### src/rtl/fwd_pkg.sv
package fwd_pkg;

  // Source picked by an operand mux; the encoding is visible at the ports.
  typedef enum logic [1:0] {
    FWD_RF  = 2'b00,
    FWD_WB  = 2'b01,
    FWD_EXM = 2'b10
  } fwd_sel_e;

  localparam int unsigned NUM_OPND = 2;

endpackage

### src/rtl/fwd_rst_sync.sv
module fwd_rst_sync #(
  parameter int unsigned STAGES = 2
) (
  input  logic clk,
  input  logic rst_n,
  output logic rst_n_sync
);

  logic [STAGES-1:0] chain_q;
  logic [STAGES-1:0] chain_d;

  always_comb begin
    chain_d = {chain_q[STAGES-2:0], 1'b1};
  end

  always_ff @(posedge clk or negedge rst_n) begin
    if (!rst_n) begin
      chain_q <= '0;
    end else begin
      chain_q <= chain_d;
    end
  end

  assign rst_n_sync = chain_q[STAGES-1];

endmodule

### src/rtl/fwd_src_match.sv
module fwd_src_match #(
  parameter int unsigned REG_W = 5
) (
  input  logic [REG_W-1:0] src,
  input  logic [REG_W-1:0] dst,
  input  logic             wen,
  output logic             hit
);

  // Register 0 is hard-wired, so it never counts as a producer.
  always_comb begin
    hit = wen && (dst == src) && (src != '0);
  end

endmodule

### src/rtl/fwd_operand_pick.sv
module fwd_operand_pick
  import fwd_pkg::*;
#(
  parameter int unsigned REG_W = 5
) (
  input  logic [REG_W-1:0] src,
  input  logic [REG_W-1:0] ex_dst,
  input  logic             ex_wen,
  input  logic             ex_is_load,
  input  logic [REG_W-1:0] mem_dst,
  input  logic             mem_wen,
  input  logic             stall,
  output fwd_sel_e         sel_nxt
);

  logic near_wen;
  logic hit_near;
  logic hit_far;

  // A load one place ahead has no data yet at execute time.
  assign near_wen = ex_wen & ~ex_is_load;

  fwd_src_match #(.REG_W(REG_W)) u_near (
    .src (src),
    .dst (ex_dst),
    .wen (near_wen),
    .hit (hit_near)
  );

  fwd_src_match #(.REG_W(REG_W)) u_far (
    .src (src),
    .dst (mem_dst),
    .wen (mem_wen),
    .hit (hit_far)
  );

  always_comb begin
    sel_nxt = FWD_RF;
    if (!stall) begin
      if (hit_near) begin
        sel_nxt = FWD_EXM;
      end else if (hit_far) begin
        sel_nxt = FWD_WB;
      end
    end
  end

endmodule

### src/rtl/fwd_load_interlock.sv
module fwd_load_interlock #(
  parameter int unsigned REG_W = 5
) (
  input  logic [REG_W-1:0] dec_src_a,
  input  logic [REG_W-1:0] dec_src_b,
  input  logic             dec_is_store,
  input  logic [REG_W-1:0] ex_dst,
  input  logic             ex_wen,
  input  logic             ex_is_load,
  output logic             stall
);

  logic load_wen;
  logic hit_a;
  logic hit_b;

  assign load_wen = ex_wen & ex_is_load;

  fwd_src_match #(.REG_W(REG_W)) u_hit_a (
    .src (dec_src_a),
    .dst (ex_dst),
    .wen (load_wen),
    .hit (hit_a)
  );

  fwd_src_match #(.REG_W(REG_W)) u_hit_b (
    .src (dec_src_b),
    .dst (ex_dst),
    .wen (load_wen),
    .hit (hit_b)
  );

  // Store data is caught later in the memory stage, so it never stalls.
  always_comb begin
    stall = hit_a | (hit_b & ~dec_is_store);
  end

endmodule

### src/rtl/fwd_unit.sv
module fwd_unit
  import fwd_pkg::*;
#(
  parameter int unsigned REG_W       = 5,
  parameter int unsigned SYNC_STAGES = 2
) (
  input  logic             clk,
  input  logic             rst_n,
  input  logic [REG_W-1:0] dec_src_a,
  input  logic [REG_W-1:0] dec_src_b,
  input  logic             dec_is_store,
  input  logic [REG_W-1:0] ex_dst,
  input  logic             ex_wen,
  input  logic             ex_is_load,
  input  logic             ex_is_store,
  input  logic [REG_W-1:0] ex_src_b,
  input  logic [REG_W-1:0] mem_dst,
  input  logic             mem_wen,
  output logic [1:0]       alu_a_sel,
  output logic [1:0]       alu_b_sel,
  output logic             st_data_fwd,
  output logic             interlock
);

  logic             rst_q;
  logic             stall;
  logic [REG_W-1:0] opnd_src [NUM_OPND];
  fwd_sel_e         sel_d    [NUM_OPND];
  fwd_sel_e         sel_q    [NUM_OPND];
  logic             st_hit;
  logic             st_d;
  logic             st_q;

  fwd_rst_sync #(.STAGES(SYNC_STAGES)) u_rst (
    .clk        (clk),
    .rst_n      (rst_n),
    .rst_n_sync (rst_q)
  );

  fwd_load_interlock #(.REG_W(REG_W)) u_lock (
    .dec_src_a    (dec_src_a),
    .dec_src_b    (dec_src_b),
    .dec_is_store (dec_is_store),
    .ex_dst       (ex_dst),
    .ex_wen       (ex_wen),
    .ex_is_load   (ex_is_load),
    .stall        (stall)
  );

  assign opnd_src[0] = dec_src_a;
  assign opnd_src[1] = dec_src_b;

  for (genvar g = 0; g < NUM_OPND; g++) begin : g_opnd
    fwd_operand_pick #(.REG_W(REG_W)) u_pick (
      .src        (opnd_src[g]),
      .ex_dst     (ex_dst),
      .ex_wen     (ex_wen),
      .ex_is_load (ex_is_load),
      .mem_dst    (mem_dst),
      .mem_wen    (mem_wen),
      .stall      (stall),
      .sel_nxt    (sel_d[g])
    );

    always_ff @(posedge clk or negedge rst_q) begin
      if (!rst_q) begin
        sel_q[g] <= FWD_RF;
      end else begin
        sel_q[g] <= sel_d[g];
      end
    end
  end

  // Store in execute now, producer one ahead in memory now: both move on a stage.
  fwd_src_match #(.REG_W(REG_W)) u_st (
    .src (ex_src_b),
    .dst (mem_dst),
    .wen (mem_wen),
    .hit (st_hit)
  );

  always_comb begin
    st_d = ex_is_store & st_hit;
  end

  always_ff @(posedge clk or negedge rst_q) begin
    if (!rst_q) begin
      st_q <= 1'b0;
    end else begin
      st_q <= st_d;
    end
  end

  assign alu_a_sel   = sel_q[0];
  assign alu_b_sel   = sel_q[1];
  assign st_data_fwd = st_q;
  assign interlock   = stall;

endmodule

### config.mk
export PLATFORM = sky130hd
export DESIGN_NAME = fwd_unit
export DESIGN_NICKNAME = d
export VERILOG_FILES = /design/src/rtl/fwd_pkg.sv /design/src/rtl/fwd_rst_sync.sv /design/src/rtl/fwd_src_match.sv /design/src/rtl/fwd_operand_pick.sv /design/src/rtl/fwd_load_interlock.sv /design/src/rtl/fwd_unit.sv
export SDC_FILE = /design/constraint.sdc
export NUM_CORES = 1
export LEC_CHECK = 0
export BUFFER_PORTS_ARGS = -buffer_cell sky130_fd_sc_hd__buf_2
export CAP_MARGIN = 20
export CORE_MARGIN = 3
export CORE_UTILIZATION = 40
export DETAILED_ROUTE_END_ITERATION = 10
export PLACE_DENSITY = 0.77
export SYNTH_ARGS = -nofsm -noshare
export SYNTH_HDL_FRONTEND = slang
export SYNTH_SLANG_ARGS = --single-unit
### constraint.sdc
create_clock -name clk -period 1.2 [get_ports clk]
set_input_delay 0.12 -clock clk [delete_from_list [all_inputs] [get_ports clk]]
set_output_delay 0.12 -clock clk [all_outputs]
set_load 0.02 [all_outputs]
### Word-level counts from Yosys, hierarchy flattened

Index checks and enable logic that the tools add are counted.

| word-level totals | value |
|---|---|
| register bits after elaboration | 7 |
| output and inout bits | 6 |
| word-level logic and storage cells | 39 |
| bits of input ports | 32 |

| cells by class | value |
|---|---|
| multiplexer cells | 6 |
| bitwise logic cells | 7 |
| eq/ne operators | 5 |
| reductions and logical operators | 17 |

Operators with widths:

| kind | count |
|---|---|
| $eq 5x5->1 | 5 |
| $reduce_bool 5->1 | 3 |
| $logic_and 1x1->1 | 14 |
| $mux 2 | 4 |
| $and 1x1->1 | 4 |
| $mux 1 | 2 |
| $not 1->1 | 2 |
| $or 1x1->1 | 1 |

### Longest topological paths before layout

Gate-level depths: netlist of run 1.

| logic depth | value |
|---|---|
| word-level depth | 6 |
| gate-level depth with buffers | 4 |

### By module

From an unflattened synthesis of run 1, not the netlist that was laid out.

| second synthesis, totals | value |
|---|---|
| cells, all modules | 88 |
| area total of the unflattened synthesis | 743.2 µm² |

Modules (own cells, without submodules):

| module | cells an instance | times used | area each (µm²) | seq. area each (µm²) |
|---|---|---|---|---|
| fwd_src_match | 10 | 7 | 70.1 | 0.0 |
| fwd_unit | 6 | 1 | 131.4 | 125.1 |
| fwd_rst_sync | 3 | 1 | 53.8 | 50.0 |
| fwd_operand_pick | 3 | 2 | 25.0 | 0.0 |
| fwd_load_interlock | 3 | 1 | 17.5 | 0.0 |

### Worst setup path after synthesis of run 1

No wires, ideal clock.

| timing path | value |
|---|---|
| kind | input port to output port |
| start | in dec_src_b[3] |
| end | out interlock |
| required time | 1.080 ns |
| path buffers | 0 |
| arrival | 1.032 ns |
| slack | 0.048 ns |
| stages on the path | 3 |
| path through | or3_1 -> a211oi_2 -> a22o_1 |

| on the way | value |
|---|---|
| word-level cells in the longest chain between the ends | 5 |
| elaborated cells on any way between the ends | 6 |

RTL lines:

| item | RTL line | text |
|---|---|---|
| start, declared | fwd_unit.sv:10 | `input logic [REG_W-1:0] dec_src_b,` |
| $eq 5x5->1 | fwd_src_match.sv:12 | `hit = wen && (dst == src) && (src != '0);` |
| $logic_and 1x1->1 | fwd_src_match.sv:12 |  |
| $logic_and 1x1->1 * | fwd_src_match.sv:12 |  |
| $and 1x1->1 * | fwd_load_interlock.sv:35 | `stall = hit_a \| (hit_b & ~dec_is_store);` |
| $or 1x1->1 * | fwd_load_interlock.sv:35 |  |
| end, declared | fwd_unit.sv:22 | `output logic interlock` |

Mark *: on every way between the ends. The rest lies on a longest branch, timed or not.

### Worst setup path after layout of run 1

Same ends and word-level chain as after synthesis.

==> impl_metrics.env, run 1 <==
export IMPL_status="finished with violations"
export IMPL_violations="setup timing"
export IMPL_path_class="in2out"
export IMPL_r2r_start="u_rst.chain_q[0]"
export IMPL_synth_edf_count=0
export IMPL_syn_nets=94
export IMPL_cp_num_cells=5
export IMPL_netSwitchingFraction=0.270
export IMPL_setup_viol=2
export IMPL_clk_pin_slew_worst_paths_ps=50
export IMPL_fin_nets=150
export IMPL_reg2regPathDepth=0
export IMPL_dpl_worst_slack_ps=-123
export IMPL_pin_count=38
export IMPL_rsz0062_at_grt="true"
export IMPL_timing_hold_ws_ps=65.7
export IMPL_drt_iter0_markers=11
export IMPL_ys_ff_latch=7
export IMPL_syn_avg_cell_area_sq_um=9.12
export IMPL_synth_cells=62
export IMPL_cp_endpoint="interlock"
export IMPL_clk_insertion_delay_late_ps=240
export IMPL_htreeDepth=1
export IMPL_end_kind="output port"
export IMPL_cp_slowest_cell="or3_1"
export IMPL_vdd_drop_max_v=0.000314
export IMPL_ys_seq_area_frac=0.310
export IMPL_grt_overflow=0
export IMPL_crit_top_cell="buf_6"
export IMPL_pwr_share_comb=0.352
export IMPL_cp_slowest_stage_delay_ps=390
export IMPL_wl_per_cell_um=13.0
export IMPL_async_flop_share=1.00
export IMPL_p_per_area_nw_per_um2=698
export IMPL_num_vias=683
export IMPL_die_w_um=43.6
export IMPL_synth_top_cell_area_share=0.310
export IMPL_drt_total_wl_um=1700
export IMPL_critPathArrivalTime_ps=1130
export IMPL_worstSetupStartpointType="primary input"
export IMPL_yosysTopAreaCell="dfrtp_1"
export IMPL_clkPwrFrac=0.291
export IMPL_tns_ps=-57.0
export IMPL_ant_nets=0
export IMPL_max_freq_mhz=799
export IMPL_finalWorstSetupSlack_ps=-51.2
export IMPL_dieHeight_um=43.6
export IMPL_power_leakage_nw=0.492
export IMPL_yosys_top_cells_area="dfrtp_1 31%, xnor2_1 17%, xor2_1 17%, nor4_1 4.4%, nand2_1 3.3%"
export IMPL_rrSetupSlack_ps=740
export IMPL_yosysWarnings=0
export IMPL_vias_per_cell=5.21
export IMPL_ys_types=24
export IMPL_finalCritPeriodShare=1.04
export IMPL_power_switching_mw=0.186
export IMPL_power_frac_seq=0.357
export IMPL_final_layout_size_suffix_gt1_frac=0.487
export IMPL_cts_inserted_buffers=3
export IMPL_grt_pass1_wl_um=2590
export IMPL_core_area_sq_um=1220
export IMPL_antennaDiodeCount=0
export IMPL_hold_violations=0
export IMPL_first_global_vias=647
export IMPL_drtPass1Iterations=4
export IMPL_area_delta_synth_final_pct=74.3
export IMPL_slew_viol_final=0
export IMPL_drv_cap=0
export IMPL_regArea_sq_um=175
export IMPL_finalClockSkew_ps=3.45
export IMPL_cts_buffer_depth=2
export IMPL_fin_total_pwr_mw=0.688
export IMPL_crit_chain="buf_6 > or3_1 > a211oi_2 > a22o_1 > buf_6"
export IMPL_ys_flop_type="dfrtp_1"
export IMPL_crit_buf_inv=2
export IMPL_grt_antenna_before_repair=0
export IMPL_synth_area_sq_um=566
export IMPL_post_route_drc_count=0
export IMPL_track_usage=0.176
export IMPL_grt_max_degree=6
export IMPL_place_gp_congestion=0.802
export IMPL_cts_sinks=7
export IMPL_multi_input_area_sq_um=415
export IMPL_r2r_end="u_rst.chain_q[1]"
export IMPL_cts_root_buf="clkbuf_4"
export IMPL_cts_tree="done"
export IMPL_power_internal_mw=0.502
export IMPL_min_path_type="reg2async"
export IMPL_period_needed_ps=1250
export IMPL_startpoint="dec_src_b[3]"
export IMPL_initial_core_util=0.465
export IMPL_floorplan_die_area_sq_um=1900
export IMPL_port_buffers=37
export IMPL_rows=12
export IMPL_cp_max_fo=2
export IMPL_critical_path_top_delay_family="compound AO/OA/AOI/OAI gates"
export IMPL_nFillCells=76
export IMPL_dpl_hpwl_um=1280
export IMPL_cp_required_ps=1080
[worst min path at each step]
stage / from / end / depth (start not counted)
5_1_grt: u_rst.chain_q[1] / alu_a_sel[1] / 0
6_report: u_rst.chain_q[1] / alu_a_sel[1] / 0
4_1_cts: ex_is_load / alu_b_sel[1] / 2
3_3_place_gp: rst_n / u_rst.chain_q[0] / 1
3_5_place_dp: rst_n / u_rst.chain_q[1] / 1
2_1_floorplan: rst_n / u_rst.chain_q[0] / 0
[power by group through the flow]
stage	logic (mW)	clock network [mW]	registers (mW)
2_1_floorplan	0.0838	0	0.252
3_3_place_gp	0.199	0	0.249
3_5_place_dp	0.205	0	0.250
4_1_cts	0.220	0.209	0.246
5_1_grt	0.263	0.219	0.246
6_report	0.242	0.200	0.246
[flip-flops by register name, summed over array words and instances, names as in the netlist]
signal         count
alu_a_sel          2
alu_b_sel          2
u_rst.chain_q      2
st_data_fwd        1
[timing repair]
| item | CTS | global route |
|---|---|---|
| endpoints found under the setup margin | 1 | 1 |
| endpoints found under the hold margin | 2 | 0 |
| pin swaps | 1 | 5 |
| buffers inserted | 1 | 1 |
| resized for setup | 9 | 9 |
| hold buffers | 1 | 0 |
[metrics by stage]
stage,cell area (sq um),std cells,util
3_5_place_dp,851,124,0.700
5_1_grt,986,131,0.811
6_report,986,131,0.811
2_1_floorplan,566,62,-
4_1_cts,935,130,0.769
3_3_place_gp,851,124,0.700
[layer usage]
layer | share of wire | routed length (um) | GRT usage | vias up
met3 | 0.096 | 163 | 0.0207 | 7
li1 | - | - | - | 330
met1 | 0.34 | 583 | 0.192 | 299
met4 | 0.033 | 56 | 0.0723 | 0
met2 | 0.53 | 896 | 0.334 | 47
met5 | 0 | 0 | 0 | -
[cells in the mapped netlist, types with 2 or more instances]
master   instances
nand3_1          2
dfrtp_1          7
nand4_1          2
xor2_1          11
nor3_1           2
nand2_1          5
o21ai_0          2
xnor2_1         11
nor2b_1          2
nor4_1           4
[cells by family after synthesis]
kind of cell,count (synthesis),synth area share
compound gates,7,0.0996
xor+xnor,22,0.341
buf+inv,1,0.00663
flops,7,0.310
other cells,1,0.00663
simple gates,24,0.237
[cells in the final DEF (no fill, tap or decap), drive strengths merged]
master       instances
buf                 50
xor2                11
xnor2               11
dfrtp                7
nand2                5
nor4                 4
clkbuf               4
nand3                2
nor2b                2
nor3                 2
o21ai                2
nand4                2
a211oi               2
or3                  1
nor2                 1
and2                 1
and3                 1
a22o                 1
or2                  1
a221oi               1
inv                  1
o2111ai              1
nor3b                1
and3b                1
dlygate4sd3          1
conb                 1
[final cells by class]
class | instances | share of cell area
clock buffer | 4 | 0.0266
timing repair buffer | 51 | 0.353
sequential | 7 | 0.178
tap | 14 | 0.0178
inverter | 1 | 0.00381
multi-input combinational | 54 | 0.421
Power figures use the tool's default switching activity.
==> run 2: changes to the inputs <==
--- a/config.mk
+++ b/config.mk
@@ -5,12 +5,12 @@
 export SDC_FILE = /design/constraint.sdc
 export NUM_CORES = 1
 export LEC_CHECK = 0
-export BUFFER_PORTS_ARGS = -buffer_cell sky130_fd_sc_hd__buf_2
 export CAP_MARGIN = 20
-export CORE_MARGIN = 3
-export CORE_UTILIZATION = 40
+export CORE_AREA = 3 3 40 42
 export DETAILED_ROUTE_END_ITERATION = 10
-export PLACE_DENSITY = 0.77
+export DIE_AREA = 0 0 43 45
+export DONT_BUFFER_PORTS = 1
+export PLACE_DENSITY = 0.57
 export SYNTH_ARGS = -nofsm -noshare
 export SYNTH_HDL_FRONTEND = slang
 export SYNTH_SLANG_ARGS = --single-unit
==> impl_metrics.env, run 2 (synthesized netlist as in run 1, its figures left out) <==
export IMPL_pin_count=38
export IMPL_max_freq_mhz=905
export IMPL_wl_per_cell_um=15.4
export IMPL_fin_nets=103
export IMPL_worstSetupStartpointType="primary input"
export IMPL_critPathArrivalTime_ps=980
export IMPL_power_leakage_nw=0.259
export IMPL_finalClockSkew_ps=3.05
export IMPL_crit_chain="or3_1 > a211oi_2 > a22o_2"
export IMPL_cts_sinks=7
export IMPL_drt_total_wl_um=1310
export IMPL_place_area_sq_um=599
export IMPL_fin_area_sq_um=653
export IMPL_grt_max_degree=6
export IMPL_drt_iter0_markers=1
export IMPL_cts_inserted_buffers=3
export IMPL_p_per_area_nw_per_um2=851
export IMPL_post_route_drc_count=0
export IMPL_end_kind="output port"
export IMPL_vias_per_cell=5.56
export IMPL_crit_buf_inv=0
export IMPL_clk_insertion_delay_late_ps=240
export IMPL_ant_nets=0
export IMPL_grt_antenna_before_repair=0
export IMPL_vdd_drop_max_v=0.000318
export IMPL_tns_ps=0
export IMPL_timing_hold_ws_ps=12.0
export IMPL_port_buffers=0
export IMPL_cp_slowest_stage_delay_ps=370
export IMPL_dpl_hpwl_um=1170
export IMPL_cp_max_fo=4
export IMPL_grt_pass1_wl_um=2100
export IMPL_status="completed"
export IMPL_post_route_util=0.508
export IMPL_die_w_um=43
export IMPL_power_frac_seq=0.448
export IMPL_path_class="in2out"
export IMPL_layout_common_cells="11 x xnor2_1, 11 x xor2_1, 7 x dfrtp_1"
export IMPL_htreeDepth=1
export IMPL_core_area_sq_um=1280
export IMPL_placed_cells=79
export IMPL_track_usage=0.148
export IMPL_first_global_vias=506
export IMPL_antennaDiodeCount=0
export IMPL_slew_viol_final=0
export IMPL_floorplan_die_area_sq_um=1940
export IMPL_hold_violations=0
export IMPL_grt_overflow=0
export IMPL_finalCritPeriodShare=0.920
export IMPL_critical_path_top_delay_family="compound AO/OA/AOI/OAI gates"
export IMPL_rows=13
export IMPL_drv_cap=0
export IMPL_final_layout_size_suffix_gt1_frac=0.114
export IMPL_cts_tree="done"
export IMPL_power_switching_mw=0.124
export IMPL_setup_viol=0
export IMPL_clkPwrFrac=0.371
export IMPL_drtPass1Iterations=2
export IMPL_dieHeight_um=45
export IMPL_clk_pin_slew_worst_paths_ps=50
export IMPL_min_path_type="in2reg"
export IMPL_pwr_share_comb=0.181
export IMPL_period_needed_ps=1100
export IMPL_place_gp_congestion=0.773
export IMPL_cts_buffer_depth=2
export IMPL_area_delta_synth_final_pct=15.5
export IMPL_cp_required_ps=1080
export IMPL_initial_core_util=0.440
export IMPL_power_internal_mw=0.432
export IMPL_post_cts_buffers=0
export IMPL_rsz0062_at_grt="false"
export IMPL_final_cells=85
export IMPL_cts_root_buf="clkbuf_4"
export IMPL_cp_slowest_cell="or3_1"
export IMPL_num_vias=473
export IMPL_netSwitchingFraction=0.222
export IMPL_rrSetupSlack_ps=730
## run 2: timing repair
item | in CTS | in global routing
setup endpoints to repair | 0 | 1
hold endpoints to repair | 3 | 0
hold buffers | 2 | 0
resized for setup | 0 | 2
## run 2: layout make-up
type                            count  area [sq um]
Clock buffer                        4          26.3
Fill cell                         128           632
Inverter                            1          3.75
Multi-Input combinational cell     54           394
Sequential cell                     7           175
Tap cell                           15          18.8
Timing Repair Buffer                4          35.0
## run 2: worst paths after layout
kind,depth (start not counted),endpoint,startpoint
min reg2reg,0,alu_a_sel[0],u_rst.chain_q[1]
min in group asynchronous,0,alu_a_sel[0],u_rst.chain_q[1]
max reg2reg,0,u_rst.chain_q[1],u_rst.chain_q[0]
max,3,interlock,dec_src_b[3]
max in group asynchronous,0,alu_a_sel[1],u_rst.chain_q[1]
min,2,alu_b_sel[0],mem_wen
## run 2: power groups by stage
stage          clock [mW]  sequential, mW  combinational [mW]
2_1_floorplan           0           0.252              0.0838
3_3_place_gp            0           0.253              0.0939
3_5_place_dp            0           0.253              0.0944
4_1_cts             0.216           0.249               0.101
5_1_grt             0.230           0.250               0.113
6_report            0.206           0.249               0.101
## run 2: stage by stage
stage                     total power [mW]  setup slack (ps)
after floorplan                      0.335              48.2
after global placement               0.346              44.6
after detailed placement             0.348              10.6
after CTS                            0.566              46.3
after global routing                 0.592              13.1
final                                0.556              95.5
## run 2: metal layers
layer  global-route usage  up-vias  part of all wire
met5                    0        -                 0
met4               0.0723        0             0.011
met3               0.0558        2             0.094
met2                0.296       26              0.56
met1                0.127      210              0.33
li1                     -      235                 -
